## src/rtl/iot_decoder.sv

```systemverilog
module iot_decoder #(
  parameter int DW = 12,
  parameter int NDEV = 4,
  parameter logic [NDEV-1:0] IN_DEVS = 'b0101
) (
  input  logic              clk,
  input  logic              rst_n,
  input  logic              exec,
  input  logic [11:0]       instr,
  input  logic [DW-1:0]     ac_in,
  output logic [DW-1:0]     ac_out,
  output logic              skip,
  output logic              int_en,
  input  logic [NDEV-1:0]   dev_ready_set,
  input  logic [NDEV*DW-1:0] dev_rd_data,
  output logic [NDEV-1:0]   ready,
  output logic [NDEV-1:0]   dev_start,
  output logic [DW-1:0]     dev_wr_data
);
  localparam logic [2:0] IOT_OP = 3'b110;

  wire       is_iot = exec && (instr[11:9] == IOT_OP);
  wire [5:0] dev    = instr[8:3];
  wire [2:0] fn     = instr[2:0];

  logic [NDEV-1:0] sel;
  logic [DW-1:0]   rd_mux;

  always_comb begin
    rd_mux = '0;
    for (int i = 0; i < NDEV; i++) begin
      sel[i] = is_iot && (dev == 6'(i + 1));
      if (sel[i]) rd_mux = rd_mux | dev_rd_data[i*DW +: DW];
    end
  end

  wire any_sel = |sel;
  wire sel_in  = |(sel & IN_DEVS);
  wire xfer    = any_sel && fn[2];

  wire [DW-1:0] ac_clr = (any_sel && fn[1]) ? '0 : ac_in;

  assign skip   = any_sel && fn[0] && |(sel & ready);
  assign ac_out = (xfer && sel_in) ? (ac_clr | rd_mux) : ac_clr;

  always_ff @(posedge clk) begin
    if (!rst_n) begin
      int_en <= 1'b0;
    end else if (is_iot && dev == 6'd0) begin
      if (fn == 3'd1) int_en <= 1'b1;
      else if (fn == 3'd2) int_en <= 1'b0;
    end
  end

  always_ff @(posedge clk) begin
    if (!rst_n) begin
      dev_start   <= '0;
      dev_wr_data <= '0;
    end else begin
      dev_start <= sel & {NDEV{fn[2]}};
      if (xfer && !sel_in) dev_wr_data <= ac_clr;
    end
  end

  genvar g;
  generate
    for (g = 0; g < NDEV; g++) begin : g_dev
      always_ff @(posedge clk) begin
        if (!rst_n) ready[g] <= 1'b0;
        else if (dev_ready_set[g]) ready[g] <= 1'b1;
        else if (sel[g] && fn[2]) ready[g] <= 1'b0;
      end


      ready_rise_chk: assert property (@(posedge clk) disable iff (!rst_n)
        $rose(ready[g]) |-> $past(dev_ready_set[g]));


      start_clears_ready_chk: assert property (@(posedge clk) disable iff (!rst_n)
        (dev_start[g] && !$past(dev_ready_set[g])) |-> !ready[g]);
    end
  endgenerate


  start_onehot_chk: assert property (@(posedge clk) disable iff (!rst_n)
    $onehot0(dev_start));


  int_en_src_chk: assert property (@(posedge clk) disable iff (!rst_n)
    !$stable(int_en) |-> $past(exec && instr[11:3] == 9'o600));


  idle_pass_chk: assert property (@(posedge clk) disable iff (!rst_n)
    !(exec && instr[11:9] == IOT_OP) |-> (ac_out == ac_in && !skip));


  idle_nostart_chk: assert property (@(posedge clk) disable iff (!rst_n)
    !(exec && instr[11:9] == IOT_OP) |=> dev_start == '0);
endmodule

```

## config.mk

```make
export PLATFORM = sky130hd
export DESIGN_NAME = iot_decoder
export DESIGN_NICKNAME = d
export VERILOG_FILES = /design/src/rtl/iot_decoder.sv
export SDC_FILE = /design/constraint.sdc
export NUM_CORES = 1
export LEC_CHECK = 0
export BUFFER_PORTS_ARGS = -buffer_cell sky130_fd_sc_hd__buf_4
export CAP_MARGIN = 5
export CORE_ASPECT_RATIO = 1.5
export CORE_MARGIN = 8
export CORE_UTILIZATION = 45
export DETAILED_ROUTE_END_ITERATION = 10
export GPL_TIMING_DRIVEN = 0
export PLACE_DENSITY = 0.86
export SYNTH_ARGS = -nofsm -noshare
export SYNTH_HDL_FRONTEND = slang
export SYNTH_SLANG_ARGS = --single-unit
```

## constraint.sdc

```tcl
create_clock -name clk -period 2.9 [get_ports clk]
set_clock_uncertainty 0.1 [all_clocks]
set_input_delay 0.29 -clock clk [delete_from_list [all_inputs] [get_ports clk]]
set_output_delay 0.29 -clock clk [all_outputs]
set_load 0.005 [all_outputs]
```

# ---- Word-level counts from Yosys, hierarchy flattened
# Index checks and enable logic that the tools add are counted.
dict set report totals {
  reg_bits 21
  latchBits 0
  mem_bits_rw 0
  rom_bits 0
  in_bits 79
  out_inout_bits 34
  wordCells 63
  memories 0
}
dict set report classes {
  addsub 0
  n_mul 0
  n_div 0
  magnitude_cmp 0
  eq_ne 7
  shift 0
  n_mux 16
  n_bitwise 6
  n_reduce_logical 27
}
# cell count
set ops {}
lappend ops {{$mux 12} 6}
lappend ops {{$or 12x12->12} 4}
lappend ops {{$logic_and 1x1->1} 16}
lappend ops {{$eq 6x2->1 const B} 2}
lappend ops {{$mux 1} 10}
lappend ops {{$reduce_bool 2->1} 5}
lappend ops {{$and 4x4->4} 2}
lappend ops {{$reduce_or 4->1} 2}
lappend ops {{$eq 6x1->1 const B} 1}
lappend ops {{$eq 6x3->1 const B} 1}
lappend ops {{$logic_not 6->1} 1}
lappend ops {{$eq 3x1->1 const B} 1}
lappend ops {{$eq 3x2->1 const B} 1}
lappend ops {{$eq 3x3->1 const B} 1}
lappend ops {{$reduce_and 2->1} 1}
lappend ops {{$reduce_or 2->1} 1}
lappend ops {{$logic_not 1->1} 1}

# ---- Logic depth before layout (Yosys ltp)
# Gate-level depths: netlist of the first run.
dict set report depth {
  depth_word 12
  depth_mapped 6
  mapped_depth_nobuf 3
}

# ---- Worst setup path before layout of the first run
# No wires, ideal clock.
dict set report synth_path {
  kind {input to output}
  startpoint {in instr[6]}
  endpoint {out ac_out[10]}
  arrival_ns 1.411
  t_required_ns 2.510
  slack_ns 1.099
  cell_stages 4
  path_buffers 1
  path_cell_list {or4b_4 > nor3_4 > buf_6 > a22o_1}
}
dict set report synth_between {
  elab_chain_len 11
  word_cells_on_any_way 23
  cone_classes {eq/ne (4); mux (6); bitwise (4); reduce/logical (9)}
}
# item line
set synth_lines {}
lappend synth_lines {{start: declaration} 9} ;# input logic [11:0] instr,
lappend synth_lines {{$eq 6x1->1} 32} ;# sel[i] = is_iot && (dev == 6'(i + 1));
lappend synth_lines {{$logic_and 1x1->1} 32}
lappend synth_lines {{$mux 12} 33} ;# if (sel[i]) rd_mux = rd_mux | dev_rd_data[i*DW +: DW];
lappend synth_lines {{$or 12x12->12} 33}
lappend synth_lines {{$mux 12} 33}
lappend synth_lines {{$or 12x12->12} 33}
lappend synth_lines {{$mux 12} 33}
lappend synth_lines {{$or 12x12->12} 33}
lappend synth_lines {{$mux 12} 33}
lappend synth_lines {{$or 12x12->12} 44} ;# assign ac_out = (xfer && sel_in) ? (ac_clr | rd_mux) : ac_clr;
lappend synth_lines {{$mux 12 *} 44}
lappend synth_lines {{end: declaration} 11} ;# output logic [DW-1:0] ac_out,
# Mark *: on every way between the ends. The rest lies on a longest branch, timed or not.

# ---- Worst setup path in the final report of the first run
dict set report layout_path {
  startpoint {in instr[5]}
  endpoint {out skip}
}
dict set report layout_between {
  elab_chain_len 5
  word_cells_on_any_way 13
  cone_classes {eq/ne (4); bitwise (1); reduce/logical (8)}
}
# item line
set layout_lines {}
lappend layout_lines {{$eq 6x1->1, or another cell as far along} 32}
lappend layout_lines {{$logic_and 1x1->1} 32}
lappend layout_lines {{$and 4x4->4 / $reduce_or 4->1 (equally long branches)} {43, 37}}
lappend layout_lines {{$reduce_or 4->1 / $logic_and 1x1->1 (equally long branches)} 43} ;# assign skip = any_sel && fn[0] && |(sel & ready);
lappend layout_lines {{$logic_and 1x1->1 *} 43}
lappend layout_lines {{end: declaration} 12} ;# output logic skip,
# Marks and branches as above.

==> results of run 1 <==
final timing paths:
path	from	to	slack, ns	cells past startpoint
max	instr[5]	skip	0.71	6
min	dev_ready_set[2]	ready[2]	0.19	3
max reg2reg	int_en	int_en	1.97	3
min reg2reg	dev_wr_data[10]	dev_wr_data[10]	0.38	2
stage by stage:
step	hold slack, ns	total power, mW
6_report	0.1892	0.7165
5_1_grt	0.2025	0.7494
3_3_place_gp	0.3624	0.5268
4_1_cts	0.1914	0.7154
3_5_place_dp	0.3619	0.5292
2_1_floorplan	0.3275	0.3991
registers in the layout (all words and copies together), names as in the netlist:
name,cells
dev_start,4
ready,4
dev_wr_data,12
int_en,1
routing by layer:
metal	vias to the layer above	global-route usage	share of wire
li1	976	-	-
met1	963	0.2001	0.36
met2	74	0.3755	0.55
met3	10	0.03727	0.063
met4	0	0.08227	0.023
met5	-	0	0
Yosys cell counts, types with 2 or more instances:
master / instances
a21oi_1: 3
a22o_1: 6
a22o_2: 6
a31oi_1: 3
and3b_1: 3
and4_1: 2
buf_2: 5
buf_4: 2
buf_6: 2
clkbuf_1: 11
dfxtp_1: 21
inv_1: 6
mux2i_1: 13
nand2_1: 14
nand2b_1: 14
nand4b_1: 13
nor2_1: 3
nor3_1: 2
nor4_1: 3
nor4b_4: 2
o211ai_1: 12
o21ai_0: 6
o32ai_1: 12
or4bb_1: 12
cells by family after synthesis:
kind of cell           count (synthesis)
AO/OA/AOI/OAI                         50
XOR/XNOR                               1
buffers and inverters                 26
multiplexers                          13
flip-flops                            21
AND/OR/NAND/NOR                       78
worst max-delay path, delay by kind of cell:
family	cells	cell delay (ns)
AOI/OAI and AO/OA	1	0.49
and+or+nand+nor	2	0.53
buffers and inverters	3	0.49
final cells by class:
type                            instances  area (um2)  share of cell area
Buffer                                 20       103.9             0.03973
Clock buffer                            3       41.29             0.01580
Clock inverter                          1       5.005            0.001915
Inverter                                6       22.52            0.008617
Multi-Input combinational cell        142        1134              0.4337
Sequential cell                        21       420.4              0.1608
Tap cell                               43       53.80             0.02058
Timing Repair Buffer                  111       833.3              0.3188
power by group:
part           switching (mW)  internal, mW
clock network          0.0980        0.0959
logic                  0.0929         0.134
registers             0.00309         0.292
==> impl_metrics.tcl, run 1 <==
set metrics [dict create \
    status "finished clean" \
    antenna-diode-count 0 \
    grt_max_degree 13 \
    pre_cts_ws_ns 0.7217 \
    slew_violations 0 \
    placed_cell_area_um2 2567 \
    slew_headroom 0.6537 \
    final_common_cell "buf_4" \
    via_count 2023 \
    place_hpwl_um 5236 \
    port_buffers 111 \
    fillers 293 \
    via_per_inst 5.830 \
    power_density_nw_per_um2 274.1 \
    yosysUniqueCellTypes 37 \
    track_usage 0.1998 \
    avgSynthCellArea_um2 8.891 \
    drv_cap 0 \
    period_needed_ns 2.191 \
    grt_pass1_wl_um 9646 \
    clkSinkCount 21 \
    dr.pass1.iters 4 \
    max_freq_mhz 456.3 \
    clk_latency_ns 0.26 \
    drcViolationCount 0 \
    final.period_utilization 0.7557 \
    async_flop_share 0 \
    synth-main-ff-cell "dfxtp_1" \
    cp.arrival_ns 1.80 \
    synth_fp_nets 268 \
    synth_area_um2 1680 \
    h-tree-depth 1 \
    ys_ff_latch 21 \
    ant_nets 0 \
    yosys.area.top_type_share 0.2502 \
    cts_tree "done" \
    layout_common_cells "113 x buf_4, 21 x dfxtp_1, 14 x nand2b_1, 14 x nand2_1" \
    cts_resized 0 \
    postCtsHoldBufs 0 \
    fin_util 0.7231 \
    vdd_ir_drop_max_uv 235.7 \
    postLayoutCellArea_um2 2614 \
    wl_um 6190 \
    crit_type "input port to output port" \
    synth_compound_area_frac 0.2316 \
    muxShareOfSynthArea 0.07744 \
    synth_area_leaders "dfxtp_1 25%, or4bb_1 8.0%, mux2i_1 7.7%, nand4b_1 6.8%, o32ai_1 6.3%" \
    tns_ns 0 \
    end_kind "output port" \
    synthAdderAreaFrac 0 \
    final_layout_size_suffix_gt1_frac 0.4474 \
    fp.dieW_um 65.90 \
    synth_top_family_by_area "simple AND/OR/NAND/NOR gates" \
    grt_pass1_vias 2068 \
    fin_cells 347 \
    ys_seq_area_frac 0.2502 \
    tightest_slew_ns 0.5064 \
    antenna_found_initial 0 \
    synth_enable_flop_cells 0 \
    dieHeight_um 90.84 \
    fin_nets 384 \
    grt_overflow_total 0 \
    slowest_delay_ns 0.49 \
    core_um2 3615 \
    drtIter0Drc 65 \
    rsz0062_at_grt "false" \
    path_max_fanout 10 \
    setup_slack_ns 0.7086 \
    p_leak_nw 1.186 \
    clk_pin_slew_ns 0.08 \
    required_ns 2.51 \
    ioPinCount 113 \
    rows 27 \
    clk_path_buf_depth 2 \
    initial_core_util 0.4649 \
    crit_slowest_cell "a2111oi_0" \
    cp_cell_sequence "buf_4, buf_2, nand2b_1, or2_2, a2111oi_0, buf_4" \
    cp_common_cell "buf_4" \
    synth_xor_area_frac 0.005212 \
    wl_per_cell_um 17.84 \
    numCtsBuffers 3 \
    yosysTopAreaCell "dfxtp_1" \
    hold_class "input port to register" \
    synth-simple-area-share 0.3604 \
    postSynthCellCount 189 \
    yosysWarnings 0 \
    routabilityCongestion 0.9148 \
    fp.dieArea_um2 5986 \
    dp_cells 343 \
    cp-start-kind "input port" \
    setup_viol 0 \
    post_cts_buffers 0 \
    area_growth_pct 55.55 \
    cts_root_buffer "clkbuf_8" \
    finalHoldViolCount 0 \
]
Power figures use the tool's default switching activity.
==> inputs of run 2 (changes only) <==
Settings changed: ABC_AREA set to 1, CORE_UTILIZATION 45 to 43, PLACE_DENSITY 0.86 to 0.81.
Clock period 2.9 ns to 2.29 ns, I/O delays scaled along.
==> run 2 against run 1 <==
  * Wire length fell by 0.45%
  * Power rose by 16%
  * Sequential power rose by 27%
  * Worst setup slack got worse by 0.28 ns
  * Area after synthesis rose by 4.2%
  * Via count rose by 14%
  * First-iteration DRC count rose by 140%
  * Clock power rose by 30%
  * Register-to-register slack got worse by 0.45 ns
==> impl_metrics.tcl, run 2 <==
set metrics [dict create \
    status "finished clean" \
    slew_headroom 0.7480 \
    antenna-diode-count 0 \
    grt_pass1_vias 2292 \
    crit_type "input port to output port" \
    largest_reg_flops 12 \
    fillers 412 \
    max_freq_mhz 536.1 \
    path_max_fanout 10 \
    p_leak_nw 1.561 \
    tightest_slew_ns 0.3780 \
    yosys.area.top_type_share 0.2487 \
    cp.arrival_ns 1.54 \
    synth_commonest_cells "116 x nand2_1, 67 x inv_1, 33 x nor2_1" \
    cp_cell_sequence "buf_4, inv_1, nand2_1, nor2_4, nand2_2, nor2_2, buf_4, nand2_1, nand2_1, inv_1, nand2_1, nand2_1, nand2_1, buf_4" \
    fp.dieArea_um2 6410 \
    synth_enable_flop_cells 0 \
    post_cts_buffers 0 \
    ys_ff_latch 21 \
    avgSynthCellArea_um2 5.304 \
    wl_um 6162 \
    top_register "dev_wr_data" \
    synth_area_leaders "nand2_1 25%, dfxtp_1 24%, inv_1 14%, nor3_1 7.7%, nor2_1 7.1%" \
    area_growth_pct 53.90 \
    yosysTopAreaCell "nand2_1" \
    layout_common_cells "116 x nand2_1, 116 x buf_4, 67 x inv_1" \
    crit_slowest_cell "nor2_4" \
    ant_nets 0 \
    postCtsHoldBufs 0 \
    synth_area_um2 1750 \
    layout_top_registers "dev_wr_data (12), dev_start (4), ready (4)" \
    end_kind "output port" \
    numCtsBuffers 3 \
    period_needed_ns 1.865 \
    dieHeight_um 94.14 \
    fp.dieW_um 68.10 \
    synth_fp_nets 409 \
    grt_overflow_total 0 \
    clk_path_buf_depth 2 \
    final.period_utilization 0.8145 \
    yosysUniqueCellTypes 18 \
    clk_latency_ns 0.26 \
    yosysWarnings 0 \
    track_usage 0.1927 \
    tns_ns 0 \
    setup_viol 0 \
    synth-main-ff-cell "dfxtp_1" \
    cts_resized 0 \
    cp-start-kind "input port" \
    cp_common_cell "nand2_1" \
    setup_slack_ns 0.4247 \
    grt_max_degree 13 \
    h-tree-depth 1 \
    finalHoldViolCount 0 \
    hold_class "input port to register" \
    rows 28 \
    slowest_delay_ns 0.19 \
    final_layout_size_suffix_gt1_frac 0.3161 \
    required_ns 1.96 \
    place_hpwl_um 5215 \
    core_um2 3924 \
    grt_pass1_wl_um 9825 \
    dr.pass1.iters 4 \
    ioPinCount 113 \
    via_count 2297 \
    fin_nets 526 \
    yosysMostFrequentCell "nand2_1" \
    total_power_uw 834.4 \
    async_flop_share 0 \
    rsz0062_at_grt "false" \
    slew_violations 0 \
    drtIter0Drc 154 \
    drv_cap 0 \
    initial_core_util 0.4461 \
    postSynthCellCount 330 \
    power_density_nw_per_um2 309.8 \
    port_buffers 112 \
    drcViolationCount 0 \
    cts_tree "done" \
    clkSinkCount 21 \
    via_per_inst 4.678 \
    clk_pin_slew_ns 0.08 \
    antenna_found_initial 0 \
    wl_per_cell_um 12.55 \
    pre_cts_ws_ns 0.4119 \
    cts_root_buffer "clkbuf_8" \
    vdd_ir_drop_max_uv 364.1 \
    routabilityCongestion 0.8472 \
    ys_seq_area_frac 0.2402 \
]
## run 2: cell types whose count changed in the layout (fill, tap and decap cells not counted), moves of 13 or more
cell / previous run / this run
nor3_1: 2 / 27
nand4_1: 1 / 15
nand4b_1: 13 / 0
nand2_1: 14 / 116
a21oi_1: 3 / 16
nand2b_1: 14 / 0
mux2i_1: 13 / 0
inv_1: 6 / 67
nor2_1: 3 / 33
## run 2: final cells by class
| type | count | area (um2) | share of cell area |
|---|---|---|---|
| Multi-Input combinational cell | 227 | 996.0 | 0.3697 |
| Timing Repair Buffer | 112 | 840.8 | 0.3121 |
| Sequential cell | 21 | 420.4 | 0.1561 |
| Inverter | 68 | 255.2 | 0.09475 |
| Buffer | 14 | 78.83 | 0.02926 |
| Tap cell | 45 | 56.30 | 0.02090 |
| Clock buffer | 3 | 41.29 | 0.01533 |
| Clock inverter | 1 | 5.005 | 0.001858 |
## run 2: worst paths after layout
kind                            slack (ns)        endpoint              from  cells after the start
worst min register to register        0.37          int_en            int_en                      2
worst max-delay path                  0.42       ac_out[8]          instr[9]                     14
worst max register to register        1.52  dev_wr_data[9]    dev_wr_data[9]                      4
worst min-delay path                  0.07        ready[1]  dev_ready_set[1]                      3
## run 2: cell families after synthesis
family,synth area share
buffers and inverters,0.1908
AND/OR/NAND/NOR,0.5118
flip-flops,0.2402
AO/OA/AOI/OAI,0.05719
## run 2: critical path, delay by kind of cell
| family | cells | cell delay (ns) |
|---|---|---|
| simple gates | 9 | 0.83 |
| buf+inv | 5 | 0.48 |
## run 2: power by group
group	leakage [nW]	switching, mW	internal [mW]
sequential	0.170	0.00379	0.370
clock	0.0255	0.131	0.121
combinational	1.36	0.0838	0.124
## run 2: per-stage QoR
stage | instances | hold slack (ns) | util | cell area, um2
2_1_floorplan | 330 | 0.2464 | - | 1750
3_3_place_gp | 487 | 0.3326 | 0.6747 | 2648
3_5_place_dp | 487 | 0.3460 | 0.6747 | 2648
4_1_cts | 491 | 0.06789 | 0.6865 | 2694
5_1_grt | 491 | 0.07511 | 0.6865 | 2694
6_report | 491 | 0.06954 | 0.6865 | 2694
## run 2: per-layer routing
| layer | vias up | track usage | wire (um) |
|---|---|---|---|
| li1 | 1228 | - | - |
| met1 | 980 | 0.1882 | 2254 |
| met2 | 77 | 0.3559 | 3136 |
| met3 | 12 | 0.06213 | 628 |
| met4 | 0 | 0.07204 | 142 |
| met5 | - | 0 | 0 |
==> inputs of run 3 (changes only) <==
Clock period 2.29 ns to 1.8 ns, I/O delays scaled along.
==> run 3 against run 2 <==
  * Critical path depth fell by 2
  * Critical endpoint is now ac_out[7]
  * Power is 30% higher
  * Clock power grew 28%
  * Sequential share of layout area shrank 1.0 points
  * Utilization increased by 4.7 points
  * Combinational power increased by 36%
  * Wire length rose by 3.0%
  * Highest routed layer unchanged
  * Flip-flop and latch count unchanged
==> impl_metrics.tcl, run 3 (synthesis gave the netlist of run 2 again) <==
set metrics [dict create \
    holdPathEnd "ready[1]" \
    clk_latency_ns 0.26 \
    slew_violations 0 \
    core_um2 3924 \
    dr.pass1.iters 4 \
    placed_cell_area_um2 2648 \
    hold_class "input port to register" \
    port_buffers 112 \
    drv_cap 0 \
    cts_root_buffer "clkbuf_8" \
    gr-usage-met2 0.3559 \
    postCtsHoldBufs 0 \
    grt_pass1_wl_um 9825 \
    rsz0062_at_grt "true" \
    whs_path_depth 3 \
    grt_max_degree 13 \
    fp.dieArea_um2 6410 \
    wl_um 6347 \
    fin_nets 531 \
    r2r_cells 4 \
    globalRoute.busiestLayer "met2" \
    use_met1 0.1882 \
    multi_input_area_um2 1111 \
    area_growth_pct 64.40 \
    initial_core_util 0.4461 \
    period_needed_ns 1.721 \
    tightest_slew_ns 0.2514 \
    final_common_cell "buf_4" \
    antenna_found_initial 0 \
    ioPinCount 113 \
    antenna-diode-count 0 \
    numCtsBuffers 3 \
    max_freq_mhz 581.0 \
    drcViolationCount 0 \
    end_kind "output port" \
    clk_pin_slew_ns 0.08 \
    rows 28 \
    top_register "dev_wr_data" \
    wl_per_cell_um 12.80 \
    vdd_ir_drop_max_uv 470.5 \
    cts_tree "done" \
    fp.dieW_um 68.10 \
    layout_common_cells "117 x buf_4, 101 x nand2_1, 62 x inv_1" \
    grt_pass1_vias 2292 \
    required_ns 1.52 \
    postLayoutCellArea_um2 2878 \
    crit_type "input port to output port" \
    regToRegSetupSlack_ns 1.02 \
    finalHoldViolCount 0 \
    drtIter0Drc 142 \
    via_count 2372 \
    slew_headroom 0.8314 \
    final_layout_size_suffix_gt1_frac 0.3902 \
    clk_path_buf_depth 2 \
    place_hpwl_um 5215 \
    regArea_um2 420.4 \
    layout_top_registers "dev_wr_data (12), dev_start (4), ready (4)" \
    status "finished clean" \
    p_leak_nw 1.620 \
    track_usage 0.1927 \
    grt_overflow_total 0 \
    ant_nets 0 \
    rr_startpoint "dev_wr_data[9]" \
    final.period_utilization 0.9562 \
    largest_reg_flops 12 \
    clkSinkCount 21 \
    use_met3 0.06213 \
    rr_endpoint "dev_wr_data[9]" \
    path_max_fanout 10 \
    cp.arrival_ns 1.44 \
    dieHeight_um 94.14 \
    setup_viol 0 \
    via_per_inst 4.782 \
    h-tree-depth 1 \
    pre_cts_ws_ns 0.01990 \
    cp-start-kind "input port" \
    min-delay-start "dev_ready_set[1]" \
    cp-startpoint "instr[9]" \
    routabilityCongestion 0.8472 \
    setup_slack_ns 0.07888 \
    fillers 374 \
    power_density_nw_per_um2 375.9 \
]
-- run 3: changes by cell type in the layout (fill, tap and decap cells not counted), sizes merged --
| cell | change |
|---|---|
| buf | +3 |
| clkbuf | +2 |
-- run 3: metrics by stage --
stage / TNS, ns / hold slack (ns) / util / std cells / total power [mW]
finish: 0 / 0.01952 / 0.7334 / 496 / 1.082
global route: -0.4377 / 0.02611 / 0.7334 / 496 / 1.133
CTS: 0 / 0.01889 / 0.6865 / 491 / 1.073
detailed placement: 0 / 0.2970 / 0.6747 / 487 / 0.7520
global placement: 0 / 0.2836 / 0.6747 / 487 / 0.7476
floorplan: 0 / 0.1974 / - / 330 / 0.5629
-- run 3: cell type report --
type                    count  share of cell area
clock inverters             1            0.001739
clock buffers               3             0.01435
flip-flops and latches     21              0.1461
plain buffers              14             0.03304
repair buffers            117              0.3104
inverters                  68             0.08870
multi-input cells         227              0.3861
well taps                  45             0.01957
-- run 3: metal layers --
metal / vias up / wire, um
li1: 1236 / -
met1: 1037 / 2268
met2: 87 / 3272
met3: 12 / 662
met4: 0 / 143
met5: - / 0
-- run 3: power breakdown --
part	leakage, nW	total (mW)	internal (mW)	switching [mW]
clock network	0.0255	0.323	0.155	0.168
registers	0.170	0.476	0.471	0.00482
logic	1.42	0.283	0.165	0.118
total	1.62	1.08	0.791	0.291
-- run 3: worst max path at each step --
| stage | end | slack (ns) |
|---|---|---|
| after floorplan | ac_out[10] | 0.41 |
| after global placement | ac_out[5] | 0.04 |
| after detailed placement | ac_out[8] | 0.02 |
| after CTS | ac_out[8] | 0.02 |
| after global routing | ac_out[7] | -0.06 |
| final | ac_out[7] | 0.08 |
-- run 3: what timing repair did --
item	4_1_cts	5_1_grt
gates resized for setup	0	50
buffers inserted	0	3
setup endpoints to repair	0	11
-- run 3: critical path, cell delays in order --
cell	delay, ns
buf_6	0.09
inv_2	0.04
nand2_2	0.06
nor2_4	0.23
nand2_4	0.11
clkbuf_4	0.21
nor3_1	0.14
nor2_1	0.06
nand2_1	0.08
nand2_1	0.06
nand2_1	0.07
buf_4	0.10
